## config.mk

```make
export PLATFORM = sky130hd
export DESIGN_NAME = rename_flow_ctrl
export DESIGN_NICKNAME = d
export VERILOG_FILES = /design/src/rtl/rnf_pkg.sv /design/src/rtl/rnf_credit.sv /design/src/rtl/rnf_skid.sv /design/src/rtl/rnf_slot_walk.sv /design/src/rtl/rename_flow_ctrl.sv
export SDC_FILE = /design/constraint.sdc
export NUM_CORES = 1
export LEC_CHECK = 0
export BUFFER_PORTS_ARGS = -buffer_cell sky130_fd_sc_hd__buf_2
export CAP_MARGIN = 20
export CORE_UTILIZATION = 50
export CTS_CLUSTER_SIZE = 10
export DETAILED_ROUTE_END_ITERATION = 7
export PLACE_DENSITY_LB_ADDON = 0.05
export RECOVER_POWER = 25
export SLEW_MARGIN = 15
export SYNTH_ARGS = -nofsm -noshare
export SYNTH_HDL_FRONTEND = slang
export SYNTH_HIERARCHICAL = 1
export SYNTH_SLANG_ARGS = --single-unit
export TNS_END_PERCENT = 10
```

## constraint.sdc

```tcl
create_clock -name clk -period 20 [get_ports clk]
set_input_delay 5 -clock clk [delete_from_list [all_inputs] [get_ports clk]]
set_output_delay 5 -clock clk [all_outputs]
set_load 0.02 [all_outputs]
```

## src/rtl/rnf_pkg.sv

```systemverilog
package rnf_pkg;
  typedef enum logic [2:0] {
    ST_IDLE    = 3'd0,
    ST_RUN     = 3'd1,
    ST_BLOCKED = 3'd2,
    ST_UNBLOCK = 3'd3,
    ST_SQUASH  = 3'd4,
    ST_BARRIER = 3'd5
  } rnf_state_e;
endpackage

```

## src/rtl/rnf_credit.sv

```systemverilog
module rnf_credit #(
  parameter int W           = 4,
  parameter int FB_DELAY    = 1,
  parameter int ROB_ENTRIES = 16,
  parameter int CRD_W       = 5,
  parameter int PREG_W      = 6,
  parameter int SW          = 9
) (
  input  logic [CRD_W-1:0]     rob_free,
  input  logic [CRD_W-1:0]     iq_free,
  input  logic                 iew_stall,
  input  logic                 cmt_stall,
  input  logic [PREG_W-1:0]    map_free,
  output logic signed [SW-1:0] credit_min,
  output logic                 resume_ok,
  output logic                 rob_drained
);
  localparam logic signed [SW-1:0] RESERVE = SW'(W * FB_DELAY);
  localparam logic signed [SW-1:0] ZERO_S  = '0;

  logic signed [SW-1:0] rob_use;
  logic signed [SW-1:0] iq_use;

  always_comb begin
    rob_use     = $signed(SW'(rob_free)) - RESERVE;
    iq_use      = $signed(SW'(iq_free)) - RESERVE;
    credit_min  = (rob_use < iq_use) ? rob_use : iq_use;
    rob_drained = (rob_free == CRD_W'(ROB_ENTRIES));
    resume_ok   = !iew_stall && !cmt_stall && (rob_use > ZERO_S) &&
                  (iq_use > ZERO_S) && (map_free != '0);
  end
endmodule

```

## src/rtl/rnf_skid.sv

```systemverilog
module rnf_skid #(
  parameter int DEPTH = 4,
  parameter int GW    = 64
) (
  input  logic                         clk,
  input  logic                         rst_n,
  input  logic                         push,
  input  logic                         pop,
  input  logic                         clr,
  input  logic [GW-1:0]                din,
  output logic [GW-1:0]                dout,
  output logic                         empty,
  output logic [$clog2(DEPTH+1)-1:0]   count
);
  localparam int PTR_W = (DEPTH > 1) ? $clog2(DEPTH) : 1;
  localparam int CW    = $clog2(DEPTH + 1);

  logic [GW-1:0]    mem [DEPTH];
  logic [PTR_W-1:0] wr_q, rd_q, wr_d, rd_d;
  logic [CW-1:0]    cnt_q, cnt_d;
  logic             full, push_ok, pop_ok;

  function automatic logic [PTR_W-1:0] bump(input logic [PTR_W-1:0] p);
    return (p == PTR_W'(DEPTH - 1)) ? '0 : p + PTR_W'(1);
  endfunction

  always_comb begin
    full    = (cnt_q == CW'(DEPTH));
    empty   = (cnt_q == '0);
    pop_ok  = pop && !empty;
    push_ok = push && (!full || pop_ok);
    wr_d    = wr_q;
    rd_d    = rd_q;
    cnt_d   = cnt_q;
    if (clr) begin
      wr_d  = '0;
      rd_d  = '0;
      cnt_d = '0;
    end else begin
      if (push_ok) wr_d = bump(wr_q);
      if (pop_ok)  rd_d = bump(rd_q);
      case ({push_ok, pop_ok})
        2'b10:   cnt_d = cnt_q + CW'(1);
        2'b01:   cnt_d = cnt_q - CW'(1);
        default: cnt_d = cnt_q;
      endcase
    end
  end

  always_ff @(posedge clk or negedge rst_n) begin
    if (!rst_n) begin
      wr_q  <= '0;
      rd_q  <= '0;
      cnt_q <= '0;
    end else begin
      wr_q  <= wr_d;
      rd_q  <= rd_d;
      cnt_q <= cnt_d;
    end
  end

  always_ff @(posedge clk) begin
    if (push_ok && !clr) mem[wr_q] <= din;
  end

  assign dout  = mem[rd_q];
  assign count = cnt_q;

  // a queued group must never be lost to a write into a full FIFO
  p_no_overflow_r7: assert property (@(posedge clk) disable iff (!rst_n)
    (push && full && !pop && !clr) |-> 1'b0);
  p_no_underflow_r7: assert property (@(posedge clk) disable iff (!rst_n)
    (pop && !clr) |-> !empty);
endmodule

```

## src/rtl/rnf_slot_walk.sv

```systemverilog
module rnf_slot_walk #(
  parameter int W       = 4,
  parameter int CNT_W   = 3,
  parameter int DST_W   = 2,
  parameter int TAG_W   = 8,
  parameter int PREG_W  = 6,
  parameter int SW      = 9,
  parameter int ALLOC_W = 4
) (
  input  logic [CNT_W-1:0]     grp_size,
  input  logic [CNT_W-1:0]     start_off,
  input  logic [W-1:0]         sq,
  input  logic [W-1:0]         ser,
  input  logic [W*DST_W-1:0]   ndst,
  input  logic [W*TAG_W-1:0]   tag,
  input  logic signed [SW-1:0] credit,
  input  logic [PREG_W-1:0]    preg_free,
  input  logic                 drained,
  output logic [CNT_W-1:0]     n_issue,
  output logic [CNT_W-1:0]     n_step,
  output logic                 blk,
  output logic                 ser_blk,
  output logic [W-1:0]         iss_valid,
  output logic [W*TAG_W-1:0]   iss_tag,
  output logic [ALLOC_W-1:0]   alloc
);
  localparam logic signed [SW-1:0] ZERO_S = '0;
  localparam logic signed [SW-1:0] ONE_S  = SW'(1);

  logic                 stop;
  logic signed [SW-1:0] cred;
  logic [PREG_W-1:0]    left;
  logic [DST_W-1:0]     nd;

  always_comb begin
    n_issue   = '0;
    n_step    = '0;
    blk       = 1'b0;
    ser_blk   = 1'b0;
    iss_valid = '0;
    iss_tag   = '0;
    alloc     = '0;
    stop      = 1'b0;
    cred      = credit;
    left      = preg_free;
    nd        = '0;
    if ((grp_size > start_off) && (credit <= ZERO_S)) begin
      blk  = 1'b1;
      stop = 1'b1;
    end
    for (int i = 0; i < W; i++) begin
      nd = ndst[i*DST_W +: DST_W];
      if (!stop && (CNT_W'(i) >= start_off) && (CNT_W'(i) < grp_size)) begin
        if (sq[i]) begin
          n_step = n_step + CNT_W'(1);
        end else if (cred <= ZERO_S) begin
          blk  = 1'b1;
          stop = 1'b1;
        end else if (ser[i] && !((n_issue == '0) && drained)) begin
          blk     = 1'b1;
          ser_blk = 1'b1;
          stop    = 1'b1;
        end else if (PREG_W'(nd) > left) begin
          blk  = 1'b1;
          stop = 1'b1;
        end else begin
          iss_valid[int'(n_issue)]             = 1'b1;
          iss_tag[int'(n_issue)*TAG_W +: TAG_W] = tag[i*TAG_W +: TAG_W];
          n_issue = n_issue + CNT_W'(1);
          n_step  = n_step + CNT_W'(1);
          cred    = cred - ONE_S;
          left    = left - PREG_W'(nd);
          alloc   = alloc + ALLOC_W'(nd);
        end
      end
    end
  end
endmodule

```

## src/rtl/rename_flow_ctrl.sv

```systemverilog
module rename_flow_ctrl
  import rnf_pkg::*;
#(
  parameter int W           = 4,
  parameter int DST_W       = 2,
  parameter int TAG_W       = 8,
  parameter int PREG_W      = 6,
  parameter int ROB_ENTRIES = 16,
  parameter int IQ_ENTRIES  = 16,
  parameter int FB_DELAY    = 1,
  parameter int SKID_DEPTH  = 4,
  localparam int CNT_W   = $clog2(W + 1),
  localparam int CRD_W   = $clog2(((ROB_ENTRIES > IQ_ENTRIES) ? ROB_ENTRIES : IQ_ENTRIES) + 1),
  localparam int ALLOC_W = $clog2(W * ((1 << DST_W) - 1) + 1)
) (
  input  logic                 clk,
  input  logic                 rst_n,
  input  logic [CNT_W-1:0]     dec_size,
  input  logic [W-1:0]         dec_squashed,
  input  logic [W-1:0]         dec_serial,
  input  logic [W*DST_W-1:0]   dec_ndst,
  input  logic [W*TAG_W-1:0]   dec_tag,
  input  logic [CRD_W-1:0]     rob_free,
  input  logic [CRD_W-1:0]     iq_free,
  input  logic                 iew_stall,
  input  logic                 cmt_stall,
  input  logic                 squash_req,
  input  logic [PREG_W-1:0]    map_free,
  output logic                 dec_stall,
  output logic [CNT_W-1:0]     iss_count,
  output logic [W-1:0]         iss_valid,
  output logic [W*TAG_W-1:0]   iss_tag,
  output logic [ALLOC_W-1:0]   map_alloc,
  output logic [2:0]           stage_state
);
  localparam int SW     = CRD_W + $clog2(W * FB_DELAY + 1) + 1;
  localparam int O_SQ   = CNT_W;
  localparam int O_SER  = O_SQ + W;
  localparam int O_DST  = O_SER + W;
  localparam int O_TAG  = O_DST + W * DST_W;
  localparam int GRP_W  = O_TAG + W * TAG_W;
  localparam int SCNT_W = $clog2(SKID_DEPTH + 1);

  rnf_state_e state_q, state_d;
  logic [CNT_W-1:0] off_q, off_d;

  logic signed [SW-1:0] credit_min;
  logic resume_ok, rob_drained;

  logic [GRP_W-1:0]  in_grp, skid_head, src;
  logic              skid_empty, skid_push, skid_pop;
  logic [SCNT_W-1:0] skid_cnt;
  logic              from_skid, working, in_nonempty, stalled_state;
  logic [CNT_W-1:0]  walk_size, walk_off;
  logic [CNT_W-1:0]  n_issue, n_step;
  logic              walk_blk, walk_ser, blk_now;

  assign in_grp      = {dec_tag, dec_ndst, dec_serial, dec_squashed, dec_size};
  assign in_nonempty = (dec_size != '0);

  rnf_credit #(
    .W(W), .FB_DELAY(FB_DELAY), .ROB_ENTRIES(ROB_ENTRIES),
    .CRD_W(CRD_W), .PREG_W(PREG_W), .SW(SW)
  ) u_credit (
    .rob_free(rob_free), .iq_free(iq_free), .iew_stall(iew_stall),
    .cmt_stall(cmt_stall), .map_free(map_free), .credit_min(credit_min),
    .resume_ok(resume_ok), .rob_drained(rob_drained)
  );

  rnf_skid #(.DEPTH(SKID_DEPTH), .GW(GRP_W)) u_skid (
    .clk(clk), .rst_n(rst_n), .push(skid_push), .pop(skid_pop),
    .clr(squash_req), .din(in_grp), .dout(skid_head),
    .empty(skid_empty), .count(skid_cnt)
  );

  always_comb begin
    stalled_state = (state_q == ST_BLOCKED) || (state_q == ST_BARRIER) ||
                    (state_q == ST_UNBLOCK);
    working   = !squash_req && ((state_q == ST_IDLE) || (state_q == ST_RUN) ||
                                (state_q == ST_UNBLOCK));
    from_skid = (state_q == ST_UNBLOCK) && !skid_empty;
    src       = from_skid ? skid_head : in_grp;
    walk_off  = from_skid ? off_q : '0;
    walk_size = working ? src[CNT_W-1:0] : '0;
  end

  rnf_slot_walk #(
    .W(W), .CNT_W(CNT_W), .DST_W(DST_W), .TAG_W(TAG_W),
    .PREG_W(PREG_W), .SW(SW), .ALLOC_W(ALLOC_W)
  ) u_walk (
    .grp_size(walk_size), .start_off(walk_off),
    .sq(src[O_SQ +: W]), .ser(src[O_SER +: W]),
    .ndst(src[O_DST +: W*DST_W]), .tag(src[O_TAG +: W*TAG_W]),
    .credit(credit_min), .preg_free(map_free), .drained(rob_drained),
    .n_issue(n_issue), .n_step(n_step), .blk(walk_blk), .ser_blk(walk_ser),
    .iss_valid(iss_valid), .iss_tag(iss_tag), .alloc(map_alloc)
  );

  always_comb begin
    blk_now   = working && walk_blk;
    skid_push = !squash_req && in_nonempty &&
                (stalled_state || (blk_now && !from_skid));
    skid_pop  = working && from_skid && !blk_now;
    dec_stall = stalled_state || blk_now;

    off_d = off_q;
    if (squash_req)   off_d = '0;
    else if (blk_now) off_d = walk_off + n_step;
    else if (working) off_d = '0;

    state_d = state_q;
    if (squash_req) begin
      state_d = ST_SQUASH;
    end else begin
      case (state_q)
        ST_IDLE, ST_RUN: begin
          if (blk_now)          state_d = walk_ser ? ST_BARRIER : ST_BLOCKED;
          else if (in_nonempty) state_d = ST_RUN;
          else                  state_d = ST_IDLE;
        end
        ST_UNBLOCK: begin
          if (blk_now)
            state_d = walk_ser ? ST_BARRIER : ST_BLOCKED;
          else if (skid_empty || ((skid_cnt == SCNT_W'(1)) && !skid_push))
            state_d = ST_RUN;
        end
        ST_BLOCKED: if (resume_ok)                state_d = ST_UNBLOCK;
        ST_BARRIER: if (resume_ok && rob_drained) state_d = ST_UNBLOCK;
        ST_SQUASH:  state_d = ST_IDLE;
        default:    state_d = ST_IDLE;
      endcase
    end
  end

  always_ff @(posedge clk or negedge rst_n) begin
    if (!rst_n) begin
      state_q <= ST_IDLE;
      off_q   <= '0;
    end else begin
      state_q <= state_d;
      off_q   <= off_d;
    end
  end

  assign iss_count   = n_issue;
  assign stage_state = state_q;

  localparam logic signed [SW-1:0] ZERO_S = '0;

  // credit limit as seen at the issue outputs
  p_credit_cap_r2: assert property (@(posedge clk) disable iff (!rst_n)
    (credit_min <= ZERO_S) |-> (iss_count == '0));
  p_credit_bound_r2: assert property (@(posedge clk) disable iff (!rst_n)
    (credit_min > ZERO_S) |-> ($signed(SW'(iss_count)) <= credit_min));
  // never allocate more physical registers than reported free
  p_alloc_bound_r5: assert property (@(posedge clk) disable iff (!rst_n)
    int'(map_alloc) <= int'(map_free));
  // blocked states hold decode and issue nothing
  p_hold_blocked_r7: assert property (@(posedge clk) disable iff (!rst_n)
    ((state_q == ST_BLOCKED) || (state_q == ST_BARRIER)) |-> (dec_stall && iss_count == '0));
  // squash empties the skid FIFO and enters Squashing
  p_squash_clear_r9: assert property (@(posedge clk) disable iff (!rst_n)
    squash_req |=> (state_q == ST_SQUASH && skid_empty && off_q == '0));
  // a live offset exists only while a group is parked
  p_offset_idle_r10: assert property (@(posedge clk) disable iff (!rst_n)
    ((state_q == ST_IDLE) || (state_q == ST_RUN)) |-> (off_q == '0));
  // BarrierStall only exits toward Unblocking or Squashing
  p_barrier_exit_r6: assert property (@(posedge clk) disable iff (!rst_n)
    (state_q == ST_BARRIER) |=> (state_q == ST_BARRIER || state_q == ST_UNBLOCK ||
                                 state_q == ST_SQUASH));
endmodule

```

==> results of run 1 <==
[per-stage QoR]
stage / worst slack, ns / instance area, sq um / util / cells
floorplan: 0.847 / 13600 / - / 1178
global placement: 0.819 / 14400 / 0.547 / 1592
detailed placement: 0.422 / 14400 / 0.547 / 1592
CTS: 0.399 / 15200 / 0.577 / 1632
global route: 0.0213 / 15200 / 0.575 / 1632
finish: 0.662 / 15200 / 0.575 / 1632
[state kept, by name, indices dropped and copies added, names as in the netlist]
register / cells
off_q: 3
u_skid/wr_q: 2
u_skid/rd_q: 2
stage_state: 3
u_skid/count: 3
u_skid/mem: 204
[Yosys cell counts, types with 8 or more instances]
cell / count
a22o_1: 10
a21oi_1: 31
xor2_1: 11
and3_1: 12
nand4_1: 13
and2_1: 13
o31ai_1: 8
mux2i_1: 37
xnor2_1: 19
clkbuf_1: 23
buf_2: 17
o21a_1: 11
a22oi_1: 8
mux2_2: 13
nand3_1: 22
inv_1: 48
mux4_2: 51
o21ai_0: 33
fa_1: 8
nor3_1: 17
nand2_1: 250
dfrtp_1: 13
edfxtp_1: 204
a31oi_1: 14
or3_1: 12
nor2_1: 42
ha_1: 54
nand2b_1: 10
[where the power goes]
part | internal [mW] | switching [mW] | total, mW
logic | 0.0643 | 0.112 | 0.176
clock network | 0.256 | 0.179 | 0.435
registers | 0.503 | 0.00297 | 0.506
[path summary, 6_finish.rpt]
check	slack, ns	endpoint	depth (start not counted)
max	0.66	iss_tag[14]	38
min	0.49	off_q[1]	2
max reg2reg	8.40	u_skid/mem[1][20]	41
min reg2reg	0.49	off_q[1]	2
max in group asynchronous	14.85	u_skid/rd_q[0]	1
min in group asynchronous	4.53	u_skid/count[2]	1
[per-layer routing]
metal  share of wire  vias up
li1                -     4637
met1            0.43     4825
met2            0.48      363
met3           0.063       61
met4           0.027        2
met5         0.00028        -
[worst max-delay path, delay by kind of cell]
| family | cells | cell delay, ns |
|---|---|---|
| compound gates | 8 | 1.84 |
| xor+xnor | 1 | 0.33 |
| fa+ha+maj | 7 | 2.03 |
| buf+inv | 7 | 0.92 |
| mux | 4 | 1.56 |
| simple gates | 11 | 2.63 |
[cells by family (layout without fill, tap and decap cells)]
group / Yosys count / in the layout / synth area share
muxes: 110 / 110 / 0.132
DFF: 217 / 217 / 0.476
and+or+nand+nor: 456 / 456 / 0.167
buffers and inverters: 110 / 229 / 0.0365
adders and majority gates: 62 / 62 / 0.0616
AOI/OAI and AO/OA: 193 / 193 / 0.109
xor gates and xnor gates: 30 / 30 / 0.0194
[final cells by class]
cell class / count / area (sq um) / share of cell area
Sequential cell: 217 / 6460 / 0.426
Multi-Input combinational cell: 851 / 6630 / 0.437
Timing Repair Buffer: 136 / 686 / 0.0452
Clock inverter: 8 / 75.1 / 0.00495
Inverter: 53 / 199 / 0.0131
Tap cell: 335 / 419 / 0.0276
Clock buffer: 32 / 694 / 0.0458
==> metrics.yaml, run 1 <==
overflow: 0
wl_per_cell_microns: 21.9
cts_made_buffers: 27
start_util: 0.515
crit_path_frequent_cell: "ha_1"
synth_area_sq_mm: 0.0136
die-area_sq_mm: 0.0278
ys_warn_count: 6
tightest_slew_ns: 1.10
wirelength_microns: 35800
min_period_over_period: 0.967
coreArea_sq_mm: 0.0264
die_h_microns: 167
rsz0062_at_grt: "false"
total_power_mw: 1.12
synth_fp_nets: 1312
met1_usage: 0.354
antenna-diode-count: 0
rows: 59
setup-tns-final_ns: 0
status: "complete, no violations"
finalSetupViolCount: 0
cap_violations: 0
via_per_inst: 6.06
met2_usage: 0.422
timing.fmax_ghz: 0.0517
synth_top_area_share: 0.452
hold_class: "flop to flop"
worstHoldStart: "off_q[1]"
cts.sinks: 217
path_max_fanout: 20
relSlewSlack: 0.263
slowest_stage: "mux2i_2"
ant_nets: 0
finalHoldViolCount: 0
synth-async-reset-ratio: 0.0599
synth_cell_type_count: 105
root_buffer: "clkbuf_16"
end_kind: "primary output"
cts_resized: 0
pin_count: 119
drt_iter0_drc: 807
synthFlopType: "edfxtp_1"
cts_buffer_depth: 3
leakagePower_nw: 5.71
postCtsSetupBuffers: 0
power.density_mw_per_mm2: 73.7
syn_to_final_growth_pct: 11.8
layout.cells.most_common: "nand2_1"
cts_hold_buf: 0
cp_slowest_stage_delay_ns: 0.58
crit_start: "rob_free[2]"
min_period_ns: 19.34
vias: 9888
grt.met3_usage: 0.0383
grt_pass1_vias: 9689
holdWs_ns: 0.485
antenna_found_initial: 1
grt_max_degree: 52
htreeDepth: 1
ys_ff_latch: 217
dpl.hpwl_microns: 24800
drive_gt1_frac: 0.204
fillers: 2264
skew_ns: 0.0156
port-buffer-count: 118
critPathLaunchType: "input pin"
grt_pass1_wl_microns: 55300
seq_area_frac_synth: 0.476
gp_congestion: 0.941
path_clk_slew_ns: 0.05
timing.rr.start: "u_skid/count[0]"
grtUsageTotal: 0.257
dieWidth_microns: 167
busiest_layer: "met2"
cts_tree: "yes"
layout_common_cells: "250 x nand2_1, 204 x edfxtp_1, 86 x buf_2, 54 x ha_1, 51 x mux4_2"
path_class: "input pin to primary output"
drv_slew: 0
nets: 1420
ir_worst_vdd_mv: 0.0599
cp.required_ns: 15.00
synth_cells: 1178
crit_arrival_ns: 14.34
synth_top_cell_by_area: "edfxtp_1"
yosys-top-cells-area: "edfxtp_1 45%, mux4_2 8.5%, nand2_1 6.9%, ha_1 5.0%, mux2i_1 2.7%"
drtPass1Iterations: 5
avgSynthCellArea_sq_um: 11.5
drc_errors: 0
clk_latency_ns: 0.55
synth-edff-count: 204
(Power assumes the default switching activity.)
==> inputs of run 2 (changes only) <==
--- a/config.mk
+++ b/config.mk
@@ -15,6 +15,5 @@
 export SLEW_MARGIN = 15
 export SYNTH_ARGS = -nofsm -noshare
 export SYNTH_HDL_FRONTEND = slang
-export SYNTH_HIERARCHICAL = 1
 export SYNTH_SLANG_ARGS = --single-unit
 export TNS_END_PERCENT = 10
==> run 2 against run 1 <==
Net effect: non-clock buffer count rose by 1; worst setup slack improved by 0.018 ns; flip-flop and latch count unchanged; final cell count is 4.9% lower; combinational power decreased by 7%; sequential share of layout area up 1.4 points; clock power fell by 4%; synthesized area is 3.9% lower; count of clock-buffer cells in the layout increased by 5; largest cell class is now registers.
==> metrics.yaml, run 2 <==
dp_cells: 1508
setup-tns-final_ns: 0
dieWidth_microns: 163
seq_area_frac_synth: 0.495
vias: 9138
reg2reg_slack_ns: 8.43
pin_count: 119
cp.required_ns: 15.00
power.density_mw_per_mm2: 74.4
synth_top_cell_by_area: "edfxtp_1"
gp_congestion: 0.950
grt_pass1_wl_microns: 50800
synth_top_area_share: 0.470
critPathLaunchType: "input pin"
synthFlopType: "edfxtp_1"
yosys-top-cells-area: "edfxtp_1 47%, mux4_2 8.3%, nand2_1 5.9%, ha_1 5.1%, mux2i_1 3.5%"
min_period_over_period: 0.966
utilization: 0.578
clk_latency_ns: 0.53
antenna_found_initial: 5
synth_cell_type_count: 104
ys_warn_count: 0
drc_errors: 0
coreArea_sq_mm: 0.0254
ys_ff_latch: 217
path_class: "input pin to primary output"
drt_iter0_drc: 742
timing.fmax_ghz: 0.0518
grtUsageTotal: 0.253
cts_tree: "yes"
cts_buffer_depth: 3
cts_hold_buf: 0
placed_area_sq_mm: 0.0139
worst-path-buf-inv: 8
synth_cells: 1087
cts.sinks: 217
path_max_fanout: 20
slowest_stage: "or4_1"
die_h_microns: 163
ir_worst_vdd_mv: 0.0685
die-area_sq_mm: 0.0267
path_clk_slew_ns: 0.06
synth-xor-area-share: 0.0132
relSlewSlack: 0.225
root_buffer: "clkbuf_16"
leakagePower_nw: 5.45
grt_max_degree: 52
cp_slowest_stage_delay_ns: 0.61
largest_register_ff_count: 204
fillers: 2192
rows: 58
end_kind: "primary output"
grt_pass1_vias: 8816
layout_common_cells: "204 x nand2_1, 204 x edfxtp_1, 89 x buf_2, 53 x a21oi_1, 53 x ha_1"
skew_ns: 0.0119
rsz0062_at_grt: "false"
cap_violations: 0
met1_usage: 0.369
largest_register: "u_skid.mem"
dpl.hpwl_microns: 23400
overflow: 0
hold_class: "flop to flop"
crit_path_frequent_cell: "ha_1"
finalSetupViolCount: 0
port-buffer-count: 118
cts_made_buffers: 26
synthMuxAreaShare: 0.146
met2_usage: 0.397
synth_area_sq_mm: 0.0130
syn_to_final_growth_pct: 12.5
start_util: 0.513
grt.met3_usage: 0.0366
via_per_inst: 5.89
wl_per_cell_microns: 21.4
busiest_layer: "met2"
htreeDepth: 1
synth-async-reset-ratio: 0.0599
crit_arrival_ns: 14.32
synth_fp_nets: 1219
ant_nets: 0
drive_gt1_frac: 0.229
critPathTopFamily: "simple AND/OR/NAND/NOR gates"
min_period_ns: 19.32
yosys-top-cells-count: "204 x edfxtp_1, 204 x nand2_1, 53 x a21oi_1, 53 x ha_1, 51 x nor2_1"
synth_top_family_by_area: "simple AND/OR/NAND/NOR gates"
wirelength_microns: 33300
avgSynthCellArea_sq_um: 12.0
nets: 1339
drtPass1Iterations: 5
tightest_slew_ns: 1.13
finalHoldViolCount: 0
status: "complete, no violations"
drv_slew: 0
finalNonFillerCells: 1552
synth_compound_gate_area_share: 0.100
final_area_sq_mm: 0.0147
synth_fa_ha_area_frac: 0.0616
holdWs_ns: 0.530
synth-simple-area-share: 0.152
synth-edff-count: 204
## run 2: power breakdown
group | internal, mW | switching (mW)
registers | 0.509 | 0.00397
clock network | 0.244 | 0.171
logic | 0.0602 | 0.103
total | 0.813 | 0.278
## run 2: worst min-delay path, cell delays in order, from the launching register on
cell	delay, ns
dfrtp_1	0.37
nand2_1	0.06
o21ai_0	0.06
## run 2: worst paths after layout
| path | from | endpoint | cells past startpoint |
|---|---|---|---|
| min | off_q[2] | off_q[2] | 2 |
| max in group asynchronous | rst_n | u_skid.rd_q[0] | 1 |
| min reg2reg | off_q[2] | off_q[2] | 2 |
| max | rob_free[4] | iss_tag[14] | 41 |
| max reg2reg | u_skid.count[0] | u_skid.mem[2][12] | 39 |
| min in group asynchronous | rst_n | off_q[0] | 1 |
## run 2: cells by family (layout without fill, tap and decap cells)
group / after synthesis / in the layout
simple gates: 405 / 405
flops: 217 / 217
compound gates: 179 / 179
mux: 120 / 120
buf+inv: 88 / 220
fa+ha+maj: 60 / 60
xor+xnor: 18 / 18
other cells: 0 / 3
## run 2: final cells by class
cell class | count | area, sq um | share of cell area
inverters | 43 | 166 | 0.0113
multi-input cells | 782 | 6190 | 0.422
flip-flops and latches | 217 | 6460 | 0.440
diodes | 3 | 7.51 | 0.000512
clock inverters | 3 | 25.0 | 0.00171
repair buffers | 137 | 697 | 0.0475
well taps | 330 | 413 | 0.0281
clock buffers | 37 | 713 | 0.0486
## run 2: layer usage
| metal | part of all wire | wire (microns) |
|---|---|---|
| met5 | 0.00030 | 10 |
| met4 | 0.020 | 665 |
| met3 | 0.058 | 1940 |
| met2 | 0.46 | 15200 |
| met1 | 0.46 | 15400 |
## run 2: through the flow
stage / total power [mW] / setup slack (ns)
6_report: 1.09 / 0.680
3_3_place_gp: 0.682 / 0.672
3_5_place_dp: 0.683 / 0.299
4_1_cts: 1.10 / 0.263
5_1_grt: 1.13 / 0.00995
2_1_floorplan: 0.633 / 0.260
## run 2: repair_timing
item                       4_1_cts  5_1_grt
hold endpoints to repair         0        0
resized for setup                0        8
setup endpoints to repair        0       44
setup buffers                    0        1
==> inputs of run 3 (changes only) <==
--- a/config.mk
+++ b/config.mk
@@ -7,7 +7,7 @@
 export LEC_CHECK = 0
 export BUFFER_PORTS_ARGS = -buffer_cell sky130_fd_sc_hd__buf_2
 export CAP_MARGIN = 20
-export CORE_UTILIZATION = 50
+export CORE_UTILIZATION = 45
 export CTS_CLUSTER_SIZE = 10
 export DETAILED_ROUTE_END_ITERATION = 7
 export PLACE_DENSITY_LB_ADDON = 0.05
==> run 3 against run 2 <==
Net effect: combinational power barely moved; power rose by 1.8%; via count rose by 0.23%; die area rose by 11%; non-clock buffer count did not move; clock skew fell by 0.00076 ns; final area rose by 0.64%; sequential share of layout area fell by 0.28 points; worst setup slack improved by 0.020 ns; clock power rose by 4.8%; critical path type unchanged.
==> metrics.yaml, run 3 (synthesis gave the netlist of run 2 again) <==
dieWidth_microns: 172
cp.required_ns: 15.00
overflow: 0
wirelength_microns: 34400
cap_violations: 0
vias: 9159
timing.fmax_ghz: 0.0518
min_period_ns: 19.30
slowest_stage: "or4_4"
cp_slowest_stage_delay_ns: 0.65
path_clk_slew_ns: 0.06
die_h_microns: 172
cts_made_buffers: 26
wl_per_cell_microns: 21.5
critPathLaunchType: "input pin"
drtPass1Iterations: 5
crit_path_frequent_cell: "ha_1"
grt_pass1_wl_microns: 52000
rows: 61
p_int_uw: 831
dp_cells: 1556
crit_arrival_ns: 14.30
p_comb_frac: 0.146
grt_max_degree: 52
end_kind: "primary output"
path_max_fanout: 18
layout_common_cells: "204 x nand2_1, 204 x edfxtp_1, 87 x buf_2, 53 x a21oi_1, 53 x ha_1"
status: "complete, no violations"
gp_congestion: 0.881
die-area_sq_mm: 0.0297
finalHoldViolCount: 0
power_frac_clock: 0.392
port-buffer-count: 118
root_buffer: "clkbuf_16"
clk_latency_ns: 0.53
nets: 1340
via_per_inst: 5.73
path_class: "input pin to primary output"
pin_count: 119
drv_slew: 0
coreArea_sq_mm: 0.0282
timing.rr.start: "u_skid.count[0]"
power.density_mw_per_mm2: 75.3
dpl.hpwl_microns: 23600
drt_iter0_drc: 731
seqPwrFrac: 0.462
finalSetupViolCount: 0
cts_hold_buf: 0
worstHoldStart: "off_q[0]"
crit_start: "rob_free[4]"
ir_worst_vdd_mv: 0.0616
min_period_over_period: 0.965
largest_register_ff_count: 204
finalNonFillerCells: 1599
swShare: 0.252
drc_errors: 0
switching_power_uw: 280
rsz0062_at_grt: "false"
cts_buffer_depth: 3
largest_register: "u_skid.mem"
start_util: 0.463
hold_class: "flop to flop"
htreeDepth: 1
tightest_slew_ns: 1.08
ant_nets: 0
drive_gt1_frac: 0.229
relSlewSlack: 0.279
setup-tns-final_ns: 0
cts_tree: "yes"
antenna_found_initial: 3
grtUsageTotal: 0.235
utilization: 0.524
cts.sinks: 217
total_power_mw: 1.11
leakagePower_nw: 5.47
syn_to_final_growth_pct: 13.2
skew_ns: 0.0111
grt_pass1_vias: 8800
## run 3: final timing paths
kind / to / slack [ns] / cells after the start
setup / recovery: iss_tag[15] / 0.70 / 42
hold / removal: off_q[0] / 0.54 / 2
setup reg to reg: u_skid.mem[2][39] / 8.97 / 42
hold reg to reg: off_q[0] / 0.54 / 2
max in group asynchronous: u_skid.rd_q[0] / 14.90 / 1
min in group asynchronous: off_q[2] / 4.53 / 1
## run 3: metrics by stage
stage	area (sq um)	hold WS (ns)	setup WS (ns)
final	14800	0.535	0.700
after global routing	14800	0.575	0.0406
after CTS	14800	0.537	0.151
after detailed placement	14000	0.524	0.150
after global placement	14000	0.512	0.523
after floorplan	13000	0.473	0.260
## run 3: routing by layer
layer	up-vias	GRT usage	share of wire
li1	4339	-	-
met1	4504	0.347	0.48
met2	259	0.359	0.44
met3	55	0.0382	0.057
met4	2	0.0608	0.023
met5	-	0	0.00026
## run 3: critical path, delay by kind of cell
kind	cells	cell delay [ns]
XOR/XNOR	1	0.14
AND/OR/NAND/NOR	12	3.33
adder cells (fa/ha/maj)	8	2.00
multiplexers	2	0.70
buffers and inverters	9	1.25
AO/OA/AOI/OAI	10	1.83
## run 3: final cells by class
cell class / count / area (sq um)
sequential: 217 / 6460
inverter: 43 / 166
fill: 2505 / 13400
multi-input combinational: 783 / 6200
antenna: 2 / 5.00
clock buffer: 37 / 733
tap: 378 / 473
timing repair buffer: 137 / 694
clock inverter: 2 / 33.8
## run 3: power by group through the flow
stage,combinational (mW),sequential (mW),clock (mW)
after floorplan,0.111,0.522,0
after global placement,0.161,0.522,0
after detailed placement,0.161,0.522,0
after CTS,0.162,0.513,0.446
after global routing,0.179,0.513,0.460
final,0.162,0.513,0.436
## run 3: repair_timing
item | 4_1_cts | 5_1_grt
setup endpoints to repair | 0 | 44
gates resized for setup | 0 | 7
buffers inserted | 0 | 1
hold endpoints to repair | 0 | 0
